--- config.mk ---
export PLATFORM = sky130hd
export DESIGN_NAME = lsync_supervisor
export DESIGN_NICKNAME = d
export VERILOG_FILES = /design/src/rtl/lss_pkg.sv /design/src/rtl/lss_edge.sv /design/src/rtl/lss_select.sv /design/src/rtl/lss_watch.sv /design/src/rtl/lsync_supervisor.sv
export SDC_FILE = /design/constraint.sdc
export NUM_CORES = 1
export LEC_CHECK = 0
export BUFFER_PORTS_ARGS = -buffer_cell sky130_fd_sc_hd__buf_4
export CAP_MARGIN = 20
export CORE_AREA = 10 10 86 88
export CTS_CLUSTER_DIAMETER = 120
export DETAILED_ROUTE_END_ITERATION = 8
export DIE_AREA = 0 0 96 98
export SYNTH_ARGS = -nofsm -noshare
export SYNTH_HDL_FRONTEND = slang
export SYNTH_SLANG_ARGS = --single-unit
--- constraint.sdc ---
create_clock -name clk -period 2.2 [get_ports clk]
set_input_delay 0.22 -clock clk [delete_from_list [all_inputs] [get_ports clk]]
set_output_delay 0.22 -clock clk [all_outputs]
set_load 0.02 [all_outputs]
--- src/rtl/lss_pkg.sv ---
package lss_pkg;

   typedef enum logic [1:0] {
      OP_TRACK = 2'd0,
      OP_HOLD  = 2'd1,
      OP_FREE  = 2'd2
   } lss_op_e;

   function automatic lss_op_e lss_pick_op(input logic genlock, input logic qual,
                                           input logic hold);
      if (!genlock)  return OP_FREE;
      else if (qual) return OP_TRACK;
      else if (hold) return OP_HOLD;
      else           return OP_FREE;
   endfunction

endpackage

--- src/rtl/lss_edge.sv ---
module lss_edge #(
   parameter int N_PORTS     = 2,
   parameter int SYNC_STAGES = 2
) (
   input  logic               clk,
   input  logic               rst_n,
   input  logic [N_PORTS-1:0] hs,
   input  logic [N_PORTS-1:0] pol,
   output logic [N_PORTS-1:0] act_edge
);

   if (N_PORTS < 1) begin : g_bad_ports
      $error("lss_edge: N_PORTS must be at least 1");
   end
   if (SYNC_STAGES < 0) begin : g_bad_sync
      $error("lss_edge: SYNC_STAGES must not be negative");
   end

   for (genvar p = 0; p < N_PORTS; p++) begin : g_port
      logic lvl;
      logic samp;
      logic prev;

      // level is 1 while the port sits on the active side of its edge
      assign lvl = hs[p] ^ ~pol[p];

      if (SYNC_STAGES == 0) begin : g_direct
         assign samp = lvl;
      end else begin : g_sync
         logic [SYNC_STAGES-1:0] chain;
         always_ff @(posedge clk or negedge rst_n) begin
            if (!rst_n) begin
               chain <= '0;
            end else begin
               chain[0] <= lvl;
               for (int k = 1; k < SYNC_STAGES; k++) chain[k] <= chain[k-1];
            end
         end
         assign samp = chain[SYNC_STAGES-1];
      end

      always_ff @(posedge clk or negedge rst_n) begin
         if (!rst_n) prev <= 1'b0;
         else        prev <= samp;
      end

      assign act_edge[p] = samp & ~prev;
   end

endmodule

--- src/rtl/lss_select.sv ---
module lss_select (
   input  logic pin_genlock,
   input  logic pin_port_b,
   input  logic mode_by_reg,
   input  logic reg_genlock,
   input  logic port_by_reg,
   input  logic reg_port_b,
   input  logic port_pin_off,
   output logic genlock,
   output logic port_b
);

   always_comb begin
      genlock = mode_by_reg ? reg_genlock : pin_genlock;
      if (port_pin_off || port_by_reg) port_b = reg_port_b;
      else                             port_b = pin_port_b;
   end

endmodule

--- src/rtl/lss_watch.sv ---
module lss_watch #(
   parameter int PERIOD_W = 16,
   parameter int TOL      = 4,
   parameter int ERR_W    = 3,
   parameter int HITS     = 2
) (
   input  logic                clk,
   input  logic                rst_n,
   input  logic                edge_i,
   input  logic                clear_i,
   input  logic [PERIOD_W-1:0] line_period,
   input  logic [ERR_W-1:0]    err_limit,
   output logic                qual,
   output logic                miss_o
);

   localparam int WIN_W  = PERIOD_W + 1;
   localparam int MISS_W = ERR_W + 1;
   localparam int HIT_W  = $clog2(HITS + 1);

   if (TOL < 1 || TOL >= (1 << PERIOD_W)) begin : g_bad_tol
      $error("lss_watch: TOL must lie in 1 .. 2**PERIOD_W-1");
   end
   if (HITS < 1) begin : g_bad_hits
      $error("lss_watch: HITS must be at least 1");
   end

   logic [WIN_W-1:0]  window;
   logic [WIN_W-1:0]  timer;
   logic [MISS_W-1:0] misses;
   logic [HIT_W-1:0]  hits;

   assign window = WIN_W'(line_period) + WIN_W'(TOL);
   assign miss_o = !clear_i && !edge_i && (timer == window - 1'b1);

   always_ff @(posedge clk or negedge rst_n) begin
      if (!rst_n) begin
         timer  <= '0;
         misses <= '0;
         hits   <= '0;
         qual   <= 1'b0;
      end else if (clear_i) begin
         timer  <= '0;
         misses <= '0;
         hits   <= '0;
         qual   <= 1'b0;
      end else if (edge_i) begin
         timer  <= '0;
         misses <= '0;
         if (hits != HIT_W'(HITS)) hits <= hits + 1'b1;
         if (hits >= HIT_W'(HITS - 1)) qual <= 1'b1;
      end else if (miss_o) begin
         timer <= '0;
         hits  <= '0;
         if (misses != {MISS_W{1'b1}}) misses <= misses + 1'b1;
         if (misses >= MISS_W'(err_limit)) qual <= 1'b0;
      end else begin
         timer <= timer + 1'b1;
      end
   end

endmodule

--- src/rtl/lsync_supervisor.sv ---
module lsync_supervisor
   import lss_pkg::*;
#(
   parameter int PERIOD_W    = 16,
   parameter int TOL         = 4,
   parameter int ERR_W       = 3,
   parameter int SYNC_STAGES = 2,
   parameter int HITS        = 2
) (
   input  logic                clk,
   input  logic                rst_n,
   input  logic                hs_a,
   input  logic                hs_b,
   input  logic                pol_a,
   input  logic                pol_b,
   input  logic [PERIOD_W-1:0] line_period,
   input  logic [ERR_W-1:0]    err_limit,
   input  logic                pin_genlock,
   input  logic                pin_port_b,
   input  logic                mode_by_reg,
   input  logic                reg_genlock,
   input  logic                port_by_reg,
   input  logic                reg_port_b,
   input  logic                port_pin_off,
   input  logic                holdover,
   output logic                ref_valid,
   output logic                no_ref,
   output logic                lpf_hiz,
   output logic                freerun_sw
);

   localparam int N_PORTS = 2;

   logic [N_PORTS-1:0] edges;
   logic               genlock;
   logic               port_sel;
   logic               port_prev;
   logic               sel_edge;
   logic               qual;
   logic               miss;
   lss_op_e            op;

   lss_edge #(.N_PORTS(N_PORTS), .SYNC_STAGES(SYNC_STAGES)) u_edge (
      .clk      (clk),
      .rst_n    (rst_n),
      .hs       ({hs_b, hs_a}),
      .pol      ({pol_b, pol_a}),
      .act_edge (edges)
   );

   lss_select u_sel (
      .pin_genlock  (pin_genlock),
      .pin_port_b   (pin_port_b),
      .mode_by_reg  (mode_by_reg),
      .reg_genlock  (reg_genlock),
      .port_by_reg  (port_by_reg),
      .reg_port_b   (reg_port_b),
      .port_pin_off (port_pin_off),
      .genlock      (genlock),
      .port_b       (port_sel)
   );

   always_ff @(posedge clk or negedge rst_n) begin
      if (!rst_n) port_prev <= 1'b0;
      else        port_prev <= port_sel;
   end

   assign sel_edge = edges[port_sel];

   lss_watch #(.PERIOD_W(PERIOD_W), .TOL(TOL), .ERR_W(ERR_W), .HITS(HITS)) u_watch (
      .clk         (clk),
      .rst_n       (rst_n),
      .edge_i      (sel_edge),
      .clear_i     (port_sel != port_prev),
      .line_period (line_period),
      .err_limit   (err_limit),
      .qual        (qual),
      .miss_o      (miss)
   );

   assign op         = lss_pick_op(genlock, qual, holdover);
   assign ref_valid  = (op == OP_TRACK);
   assign no_ref     = ~ref_valid;
   assign lpf_hiz    = (op == OP_HOLD);
   assign freerun_sw = (op == OP_FREE);

endmodule

==> flow_metrics.env, run 1 <==
export IMPL_synth_area_mux_share=0.0281
export IMPL_vias_per_cell=5.24
export IMPL_hold_class="input port to flop"
export IMPL_max_stage_delay_ps=440
export IMPL_synthToLayoutAreaGrowth_pct=25.5
export IMPL_ys_seq_area_frac=0.348
export IMPL_cp_data_required_time_ps=2360
export IMPL_worst_pin_slew_ps=449
export IMPL_synth_top_family_by_area="simple AND/OR/NAND/NOR gates"
export IMPL_synth_area_mm2=0.00223
export IMPL_synth_seq_cells=31
export IMPL_met2_usage=0.189
export IMPL_worst_clock_skew_ps=3.37
export IMPL_cp_cell_sequence="buf_4, inv_1, ha_2, and4b_1, a21oi_1, o21ai_1, o311ai_2, a2111oi_4, buf_4, nand3_1, mux2i_1"
export IMPL_ant_nets=0
export IMPL_io_buffers=36
export IMPL_vias=2023
export IMPL_grt_pass1_wl_um=9210
export IMPL_synth_xor_area_frac=0.130
export IMPL_drc_errors=0
export IMPL_max_freq_mhz=475
export IMPL_status="complete, no violations"
export IMPL_busiest_layer="met2"
export IMPL_path_class="input port to flop"
export IMPL_power_per_cell_area_mw_per_mm2=504
export IMPL_holdWs_ps=105
export IMPL_p_leak_nw=1.27
export IMPL_path_max_fanout=7
export IMPL_r2r_end="u_watch.misses[1]"
export IMPL_insertion_delay_ps=280
export IMPL_ctsHtreeMaxLevel=2
export IMPL_finalSetupViolations=0
export IMPL_grt_max_degree=32
export IMPL_clock_sinks=31
export IMPL_cp_start_kind="input port"
export IMPL_final_common_cell="buf_4"
export IMPL_core_area_mm2=0.00575
export IMPL_hp_start="pol_b"
export IMPL_min_period_ps=2110
export IMPL_clk_root_buffer_cell="clkbuf_8"
export IMPL_whs_path_depth=2
export IMPL_yosysWarnings=0
export IMPL_synthAdderAreaFrac=0.0449
export IMPL_num_nets_final=351
export IMPL_grt_pass1_vias=2028
export IMPL_ys_async_sr_fraction=1.00
export IMPL_crit_top_cell="buf_4"
export IMPL_synth_compound_area_share=0.147
export IMPL_holdPathEnd="u_edge.g_port[1].g_sync.chain[0]"
export IMPL_gp_congestion=0.832
export IMPL_initial_core_util=0.388
export IMPL_cts_buffers_inserted=5
export IMPL_cap_violations=0
export IMPL_regToRegStartpoint="u_watch.timer[2]"
export IMPL_chipWidth_um=96
export IMPL_cts_tree="done"
export IMPL_antenna_cells=0
export IMPL_syn_area_per_cell_um2=8.70
export IMPL_cp_num_buf_inv=3
export IMPL_drv_slew=0
export IMPL_yosys_area_share_simple=0.252
export IMPL_std_cell_rows=28
export IMPL_die_h_um=98
export IMPL_rr_worst_depth=8
export IMPL_crit_cells=11
export IMPL_setup_worst_path_start="line_period[0]"
export IMPL_met3_usage=0.0276
export IMPL_clockBufferDepth=2
export IMPL_final_cell_mix="54 x buf_4, 32 x nor2_1, 31 x dfrtp_1"
export IMPL_die_area_mm2=0.00941
export IMPL_cp_arrival_ps=2270
export IMPL_synthesis_nets=297
export IMPL_clk_pin_slew_ps=60
export IMPL_r2r_setup_slack_ps=190
export IMPL_slowest_stage="and4b_1"
export IMPL_cp_end_kind="flop"
export IMPL_postSynthCellCount=256
export IMPL_synthDistinctLibCells=50
export IMPL_crit_family="compound AO/OA/AOI/OAI gates"
export IMPL_synth_edff_count=0
export IMPL_peakVddDrop_v=0.000330
export IMPL_dp_hpwl_um=4150
export IMPL_p_total_mw=1.41
export IMPL_avgRoutedWirePerCell_um=13.5
export IMPL_post_route_period_util=0.957
export IMPL_drt_iter0_drc=112
export IMPL_use_met1=0.152
export IMPL_relSlewSlack=0.700
export IMPL_grt_setup_unrepaired="false"
export IMPL_grtUsageTotal=0.117
export IMPL_hold_violations=0
export IMPL_wl_um=5200
export IMPL_io_pins=37
export IMPL_yosys_most_used_dff="dfrtp_1"
export IMPL_drive_above_1_share=0.232
export IMPL_antenna_found_initial=0
export IMPL_drt_pass1_iter_count=4
export IMPL_grt_overflow=0
[through the flow]
stage	util	cells	TNS (ps)	area, um^2	worst slack, ps
global placement	0.468	377	-2300	2690	-161
CTS	0.484	386	0	2780	82.3
global route	0.486	386	0	2800	4.71
detailed placement	0.468	377	-2670	2690	-218
floorplan	-	256	0	2240	3.68
finish	0.486	386	0	2800	94.1
[worst max-delay path by stage]
stage / endpoint
3_3_place_gp: u_watch.qual
2_1_floorplan: u_watch.timer[8]
5_1_grt: u_watch.misses[1]
6_report: u_watch.misses[1]
4_1_cts: u_watch.qual
3_5_place_dp: u_watch.qual
[power breakdown]
group          total [mW]  leakage, nW  internal [mW]  switching (mW)
combinational       0.353        0.812          0.166           0.187
clock               0.429       0.0412          0.221           0.209
sequential          0.627        0.413          0.605          0.0222
[cells in the mapped netlist, types with 5 or more instances]
cell type	n	area [um^2]
nand3_1	19	95.1
nand2_1	16	60.1
inv_1	17	63.8
o21ai_0	8	40.0
nor2_1	32	120
nand4_1	7	43.8
xor2_1	16	140
ha_1	8	100
dfrtp_1	31	776
a21oi_1	8	40.0
xnor2_1	17	149
and3_1	10	62.6
nand2b_1	5	31.3
buf_2	5	25.0
[routing by layer]
metal / vias to the layer above / routed length (um)
met5: - / 0
li1: 1015 / -
met3: 5 / 141
met4: 0 / 42
met2: 29 / 2590
met1: 974 / 2430
[final cells by class]
type                    count  area, um^2
fillers                   559        2950
multi-input cells         200        1360
flip-flops and latches     31         776
repair buffers             55         415
well taps                  75        93.8
clock buffers               6        72.6
inverters                  17        63.8
clock inverters             2        12.5
[sequential cells by signal, summed over array words and instances (netlist names)]
| signal | flops |
|---|---|
| port_prev | 1 |
| u_edge.g_port.g_sync.chain | 4 |
| u_edge.g_port.prev | 2 |
| u_watch.hits | 2 |
| u_watch.misses | 4 |
| u_watch.qual | 1 |
| u_watch.timer | 17 |
[what timing repair did]
| item | 4_1_cts | 5_1_grt |
|---|---|---|
| hold endpoints to repair | 31 | 0 |
| hold buffers | 1 | 0 |
| setup endpoints to repair | 0 | 11 |
| resized for setup | 0 | 2 |
| setup buffers | 0 | 0 |
[cell families after synthesis]
kind of cell | after synthesis
AND/OR/NAND/NOR | 110
adder cells (fa/ha/maj) | 8
flip-flops | 31
multiplexers | 6
XOR/XNOR | 33
buffers and inverters | 25
AO/OA/AOI/OAI | 43
No activity file was read; power rests on OpenSTA's default activity.
==> inputs of run 2 (changes only) <==
--- a/config.mk
+++ b/config.mk
@@ -7,10 +7,10 @@
 export LEC_CHECK = 0
 export BUFFER_PORTS_ARGS = -buffer_cell sky130_fd_sc_hd__buf_4
 export CAP_MARGIN = 20
-export CORE_AREA = 10 10 86 88
+export CORE_AREA = 10 10 80 95
 export CTS_CLUSTER_DIAMETER = 120
 export DETAILED_ROUTE_END_ITERATION = 8
-export DIE_AREA = 0 0 96 98
+export DIE_AREA = 0 0 90 105
 export SYNTH_ARGS = -nofsm -noshare
 export SYNTH_HDL_FRONTEND = slang
 export SYNTH_SLANG_ARGS = --single-unit
==> flow_metrics.env, run 2 (same netlist as run 1, synthesis figures left out) <==
export IMPL_io_pins=37
export IMPL_path_max_fanout=7
export IMPL_grt_overflow=0
export IMPL_wl_met3_um=93
export IMPL_std_cell_rows=30
export IMPL_largest_reg_flops=17
export IMPL_dr_wl_met2_um=2680
export IMPL_antenna_cells=0
export IMPL_cp_start_kind="input port"
export IMPL_hp_start="pol_a"
export IMPL_gp_congestion=0.815
export IMPL_core_area_mm2=0.00567
export IMPL_max_stage_delay_ps=360
export IMPL_post_route_period_util=0.915
export IMPL_die_h_um=105
export IMPL_avgRoutedWirePerCell_um=13.3
export IMPL_final_cell_mix="55 x buf_4, 32 x nor2_1, 30 x dfrtp_1"
export IMPL_status="complete, no violations"
export IMPL_top_regs="u_watch.timer (17), u_edge.g_port.g_sync.chain (4), u_watch.misses (4)"
export IMPL_peakVddDrop_v=0.000279
export IMPL_synthToLayoutAreaGrowth_pct=26.0
export IMPL_wl_met1_um=2330
export IMPL_max_freq_mhz=497
export IMPL_final_core_util=0.495
export IMPL_grt_max_degree=32
export IMPL_relSlewSlack=0.706
export IMPL_wl_um=5210
export IMPL_vias_per_cell=5.18
export IMPL_crit_top_cell="buf_4"
export IMPL_grtUsageTotal=0.110
export IMPL_ctsHtreeMaxLevel=2
export IMPL_drt_iter0_drc=62
export IMPL_cp_data_required_time_ps=2370
export IMPL_path_class="input port to flop"
export IMPL_final_common_cell="buf_4"
export IMPL_cap_violations=0
export IMPL_dp_hpwl_um=4160
export IMPL_setup_worst_path_start="line_period[0]"
export IMPL_cts_tree="done"
export IMPL_io_buffers=36
export IMPL_die_area_mm2=0.00945
export IMPL_clk_pin_slew_ps=70
export IMPL_routed_top_layer="met4"
export IMPL_vias=2026
export IMPL_slowest_stage="o311ai_1"
export IMPL_clockBufferDepth=2
export IMPL_cp_arrival_ps=2180
export IMPL_min_period_ps=2010
export IMPL_drc_errors=0
export IMPL_grt_pass1_wl_um=8980
export IMPL_crit_family="compound AO/OA/AOI/OAI gates"
export IMPL_largest_register="u_watch.timer"
export IMPL_antenna_found_initial=0
export IMPL_num_nets_final=352
export IMPL_power_per_cell_area_mw_per_mm2=505
export IMPL_cp_num_buf_inv=3
export IMPL_cp_end_kind="flop"
export IMPL_hold_violations=0
export IMPL_finalSetupViolations=0
export IMPL_dpl_cell_count=383
export IMPL_worst_pin_slew_ps=439
export IMPL_drt_pass1_iter_count=7
export IMPL_chipWidth_um=90
export IMPL_initial_core_util=0.393
export IMPL_grt_setup_unrepaired="false"
export IMPL_final_cells=391
export IMPL_drive_above_1_share=0.238
export IMPL_regToRegStartpoint="u_watch.timer[6]"
export IMPL_p_leak_nw=1.27
export IMPL_postCtsSetupBuffers=0
export IMPL_cp_cell_sequence="buf_4, inv_1, ha_2, and4b_2, and4b_1, o311ai_1, a2111oi_4, buf_4, and2_1, o311a_1"
export IMPL_ant_nets=0
export IMPL_clock_sinks=31
export IMPL_grt_pass1_vias=2036
export IMPL_fin_setup_tns_ps=0
export IMPL_clk_root_buffer_cell="clkbuf_8"
export IMPL_worst_clock_skew_ps=6.00
export IMPL_p_total_mw=1.42
export IMPL_hold_class="input port to flop"
export IMPL_drv_slew=0
export IMPL_cts_buffers_inserted=5
export IMPL_insertion_delay_ps=280
[run 2: through the flow]
step | instance area [um^2] | setup slack [ps] | hold WS [ps]
finish | 2810 | 187 | 113
global route | 2810 | 13.0 | 108
global placement | 2700 | -131 | 175
floorplan | 2240 | 3.68 | -75.6
CTS | 2800 | 105 | 103
detailed placement | 2700 | -142 | 180
[run 2: layout make-up]
type | count | area, um^2
sequential | 31 | 777
tap | 80 | 100
timing repair buffer | 56 | 423
clock buffer | 6 | 82.6
clock inverter | 1 | 5.00
multi-input combinational | 200 | 1360
fill | 572 | 2860
inverter | 17 | 63.8
[run 2: what timing repair did]
item / 4_1_cts / 5_1_grt
setup endpoints to repair: 0 / 24
endpoints found under the hold margin: 31 / 0
hold buffers: 1 / 0
gates resized for setup: 0 / 4
[run 2: power breakdown]
group | switching, mW | internal, mW
registers | 0.0223 | 0.605
logic | 0.181 | 0.165
clock network | 0.198 | 0.245
total | 0.401 | 1.01
[run 2: worst paths after layout]
path                       slack, ps  cells past startpoint                                to
min in group asynchronous        420                      2  u_edge.g_port[1].g_sync.chain[0]
setup reg to reg                 240                      8                 u_watch.misses[3]
max in group asynchronous       1470                      2                  u_watch.timer[5]
setup / recovery                 190                     10                      u_watch.qual
hold / removal                   110                      2  u_edge.g_port[0].g_sync.chain[0]
hold reg to reg                  350                      0  u_edge.g_port[0].g_sync.chain[1]
[run 2: metal layers]
layer,track usage,vias up
met5,0,-
met4,0.0444,0
met3,0.0208,8
met2,0.199,25
met1,0.123,974
li1,-,1019
==> inputs of run 3 (changes only) <==
--- a/config.mk
+++ b/config.mk
@@ -11,6 +11,7 @@
 export CTS_CLUSTER_DIAMETER = 120
 export DETAILED_ROUTE_END_ITERATION = 8
 export DIE_AREA = 0 0 90 105
+export PLACE_DENSITY_LB_ADDON = 0.3
 export SYNTH_ARGS = -nofsm -noshare
 export SYNTH_HDL_FRONTEND = slang
 export SYNTH_SLANG_ARGS = --single-unit
==> constraint.sdc (replaced) <==
create_clock -name clk -period 2.2 [get_ports clk]
set_input_delay 0.44 -clock clk [delete_from_list [all_inputs] [get_ports clk]]
set_output_delay 0.44 -clock clk [all_outputs]
set_load 0.02 [all_outputs]
==> flow_metrics.env, run 3 (same netlist as run 1, synthesis figures left out) <==
export IMPL_n_fill_cell=519
export IMPL_setup_ws_ps=-13.9
export IMPL_p_leak_nw=1.36
export IMPL_ctsHtreeMaxLevel=2
export IMPL_cp_cell_sequence="buf_12, inv_12, ha_4, and4b_2, nand4_1, xnor2_1, o32a_1, a2111oi_4, a21o_1, buf_6, nor2_1"
export IMPL_final_common_cell="buf_4"
export IMPL_regArea_um2=776
export IMPL_dpl_cell_count=393
export IMPL_ant_nets=0
export IMPL_path_class="input port to flop"
export IMPL_multi_input_area_mm2=0.00144
export IMPL_grt_setup_unrepaired="true"
export IMPL_cp_num_buf_inv=3
export IMPL_cp_data_required_time_ps=2360
export IMPL_final_cell_area_mm2=0.00305
export IMPL_drt_pass1_iter_count=4
export IMPL_status="finished with violations"
export IMPL_worst_pin_slew_ps=463
export IMPL_peakVddDrop_v=0.000313
export IMPL_violations="negative setup slack"
export IMPL_antenna_cells=0
export IMPL_hold_class="input port to async pin"
export IMPL_final_cells=402
export IMPL_grt_pass1_vias=2099
export IMPL_die_area_mm2=0.00945
export IMPL_std_cell_rows=30
export IMPL_hold_buffers=0
export IMPL_io_pins=37
export IMPL_finalSetupViolations=13
export IMPL_dp_hpwl_um=4390
export IMPL_gp_congestion=0.842
export IMPL_post_route_period_util=1.01
export IMPL_largest_reg_flops=17
export IMPL_initial_core_util=0.393
export IMPL_grt_max_degree=32
export IMPL_die_h_um=105
export IMPL_dpl_cell_area_mm2=0.00282
export IMPL_cap_violations=0
export IMPL_cts_buffers_inserted=5
export IMPL_drv_slew=0
export IMPL_avgRoutedWirePerCell_um=14.0
export IMPL_final_cell_mix="62 x buf_4, 32 x nor2_1, 31 x dfrtp_1"
export IMPL_max_stage_delay_ps=370
export IMPL_io_buffers=36
export IMPL_grt_pass1_wl_um=9630
export IMPL_clock_sinks=31
export IMPL_dpl_worst_slack_ps=-358
export IMPL_drive_above_1_share=0.295
export IMPL_hold_violations=0
export IMPL_path_max_fanout=10
export IMPL_cp_start_kind="input port"
export IMPL_drt_iter0_drc=108
export IMPL_holdWs_ps=87.7
export IMPL_max_freq_mhz=452
export IMPL_antenna_found_initial=0
export IMPL_worst_clock_skew_ps=7.04
export IMPL_slowest_stage="a2111oi_4"
export IMPL_core_area_mm2=0.00567
export IMPL_clk_pin_slew_ps=70
export IMPL_crit_family="compound AO/OA/AOI/OAI gates"
export IMPL_cts_tree="done"
export IMPL_grt_overflow=0
export IMPL_largest_register="u_watch.timer"
export IMPL_clockBufferDepth=2
export IMPL_top_regs="u_watch.timer (17), u_edge.g_port.g_sync.chain (4), u_watch.misses (4)"
export IMPL_vias_per_cell=5.22
export IMPL_grtUsageTotal=0.119
export IMPL_r2r_setup_slack_ps=140
export IMPL_insertion_delay_ps=280
export IMPL_cp_arrival_ps=2380
export IMPL_drc_errors=0
export IMPL_vias=2099
export IMPL_chipWidth_um=90
export IMPL_num_nets_final=362
export IMPL_power_per_cell_area_mw_per_mm2=552
export IMPL_relSlewSlack=0.686
export IMPL_wl_um=5610
export IMPL_cp_end_kind="flop"
export IMPL_min_period_ps=2210
export IMPL_clk_root_buffer_cell="clkbuf_8"
export IMPL_synthToLayoutAreaGrowth_pct=37.1
[run 3: cell count changes in the layout (fill, tap and decap cells not counted), moves of 2 or more]
cell,change
nand3_1,-2
bufinv_16,+2
buf_4,+7
o21ai_2,+2
buf_6,+2
inv_1,-2
[run 3: power by group]
| group | total (mW) | leakage (nW) | internal [mW] | switching [mW] |
|---|---|---|---|---|
| combinational | 0.393 | 0.880 | 0.189 | 0.204 |
| clock | 0.663 | 0.0654 | 0.453 | 0.210 |
| sequential | 0.630 | 0.413 | 0.605 | 0.0258 |
| total | 1.69 | 1.36 | 1.25 | 0.440 |
[run 3: routing by layer]
| layer | up-vias | global-route usage | routed length, um |
|---|---|---|---|
| li1 | 1043 | - | - |
| met1 | 1007 | 0.140 | 2440 |
| met2 | 36 | 0.206 | 2870 |
| met3 | 13 | 0.0179 | 114 |
| met4 | 0 | 0.0592 | 182 |
| met5 | - | 0 | 0 |
[run 3: worst paths after layout]
kind,from,end,cells after the start
setup / recovery,line_period[1],u_watch.timer[16],11
hold / removal,rst_n,u_watch.misses[3],1
setup reg to reg,u_watch.timer[5],u_watch.qual,8
hold reg to reg,u_edge.g_port[1].g_sync.chain[0],u_edge.g_port[1].g_sync.chain[1],0
max in group asynchronous,rst_n,u_watch.timer[13],1
min in group clk,pol_b,u_edge.g_port[1].g_sync.chain[0],2
[run 3: timing repair]
item / 4_1_cts / 5_1_grt
gates resized for setup: 10 / 10
pin swaps: 7 / 5
setup endpoints to repair: 24 / 24
buffers inserted: 0 / 1
[run 3: area by class of cell]
cell class              instances  share of cell area
clock buffers                   6              0.0238
clock inverters                 2              0.0197
inverters                      17              0.0274
multi-input cells             200               0.471
flip-flops and latches         31               0.254
well taps                      80              0.0328
repair buffers                 66               0.171
[run 3: stage by stage]
step / setup TNS (ps) / utilization / power (mW)
6_report: -95.6 / 0.539 / 1.69
5_1_grt: -2140 / 0.539 / 1.77
4_1_cts: -494 / 0.528 / 1.69
3_5_place_dp: -7370 / 0.498 / 1.01
3_3_place_gp: -6420 / 0.498 / 0.998
2_1_floorplan: -960 / - / 0.840
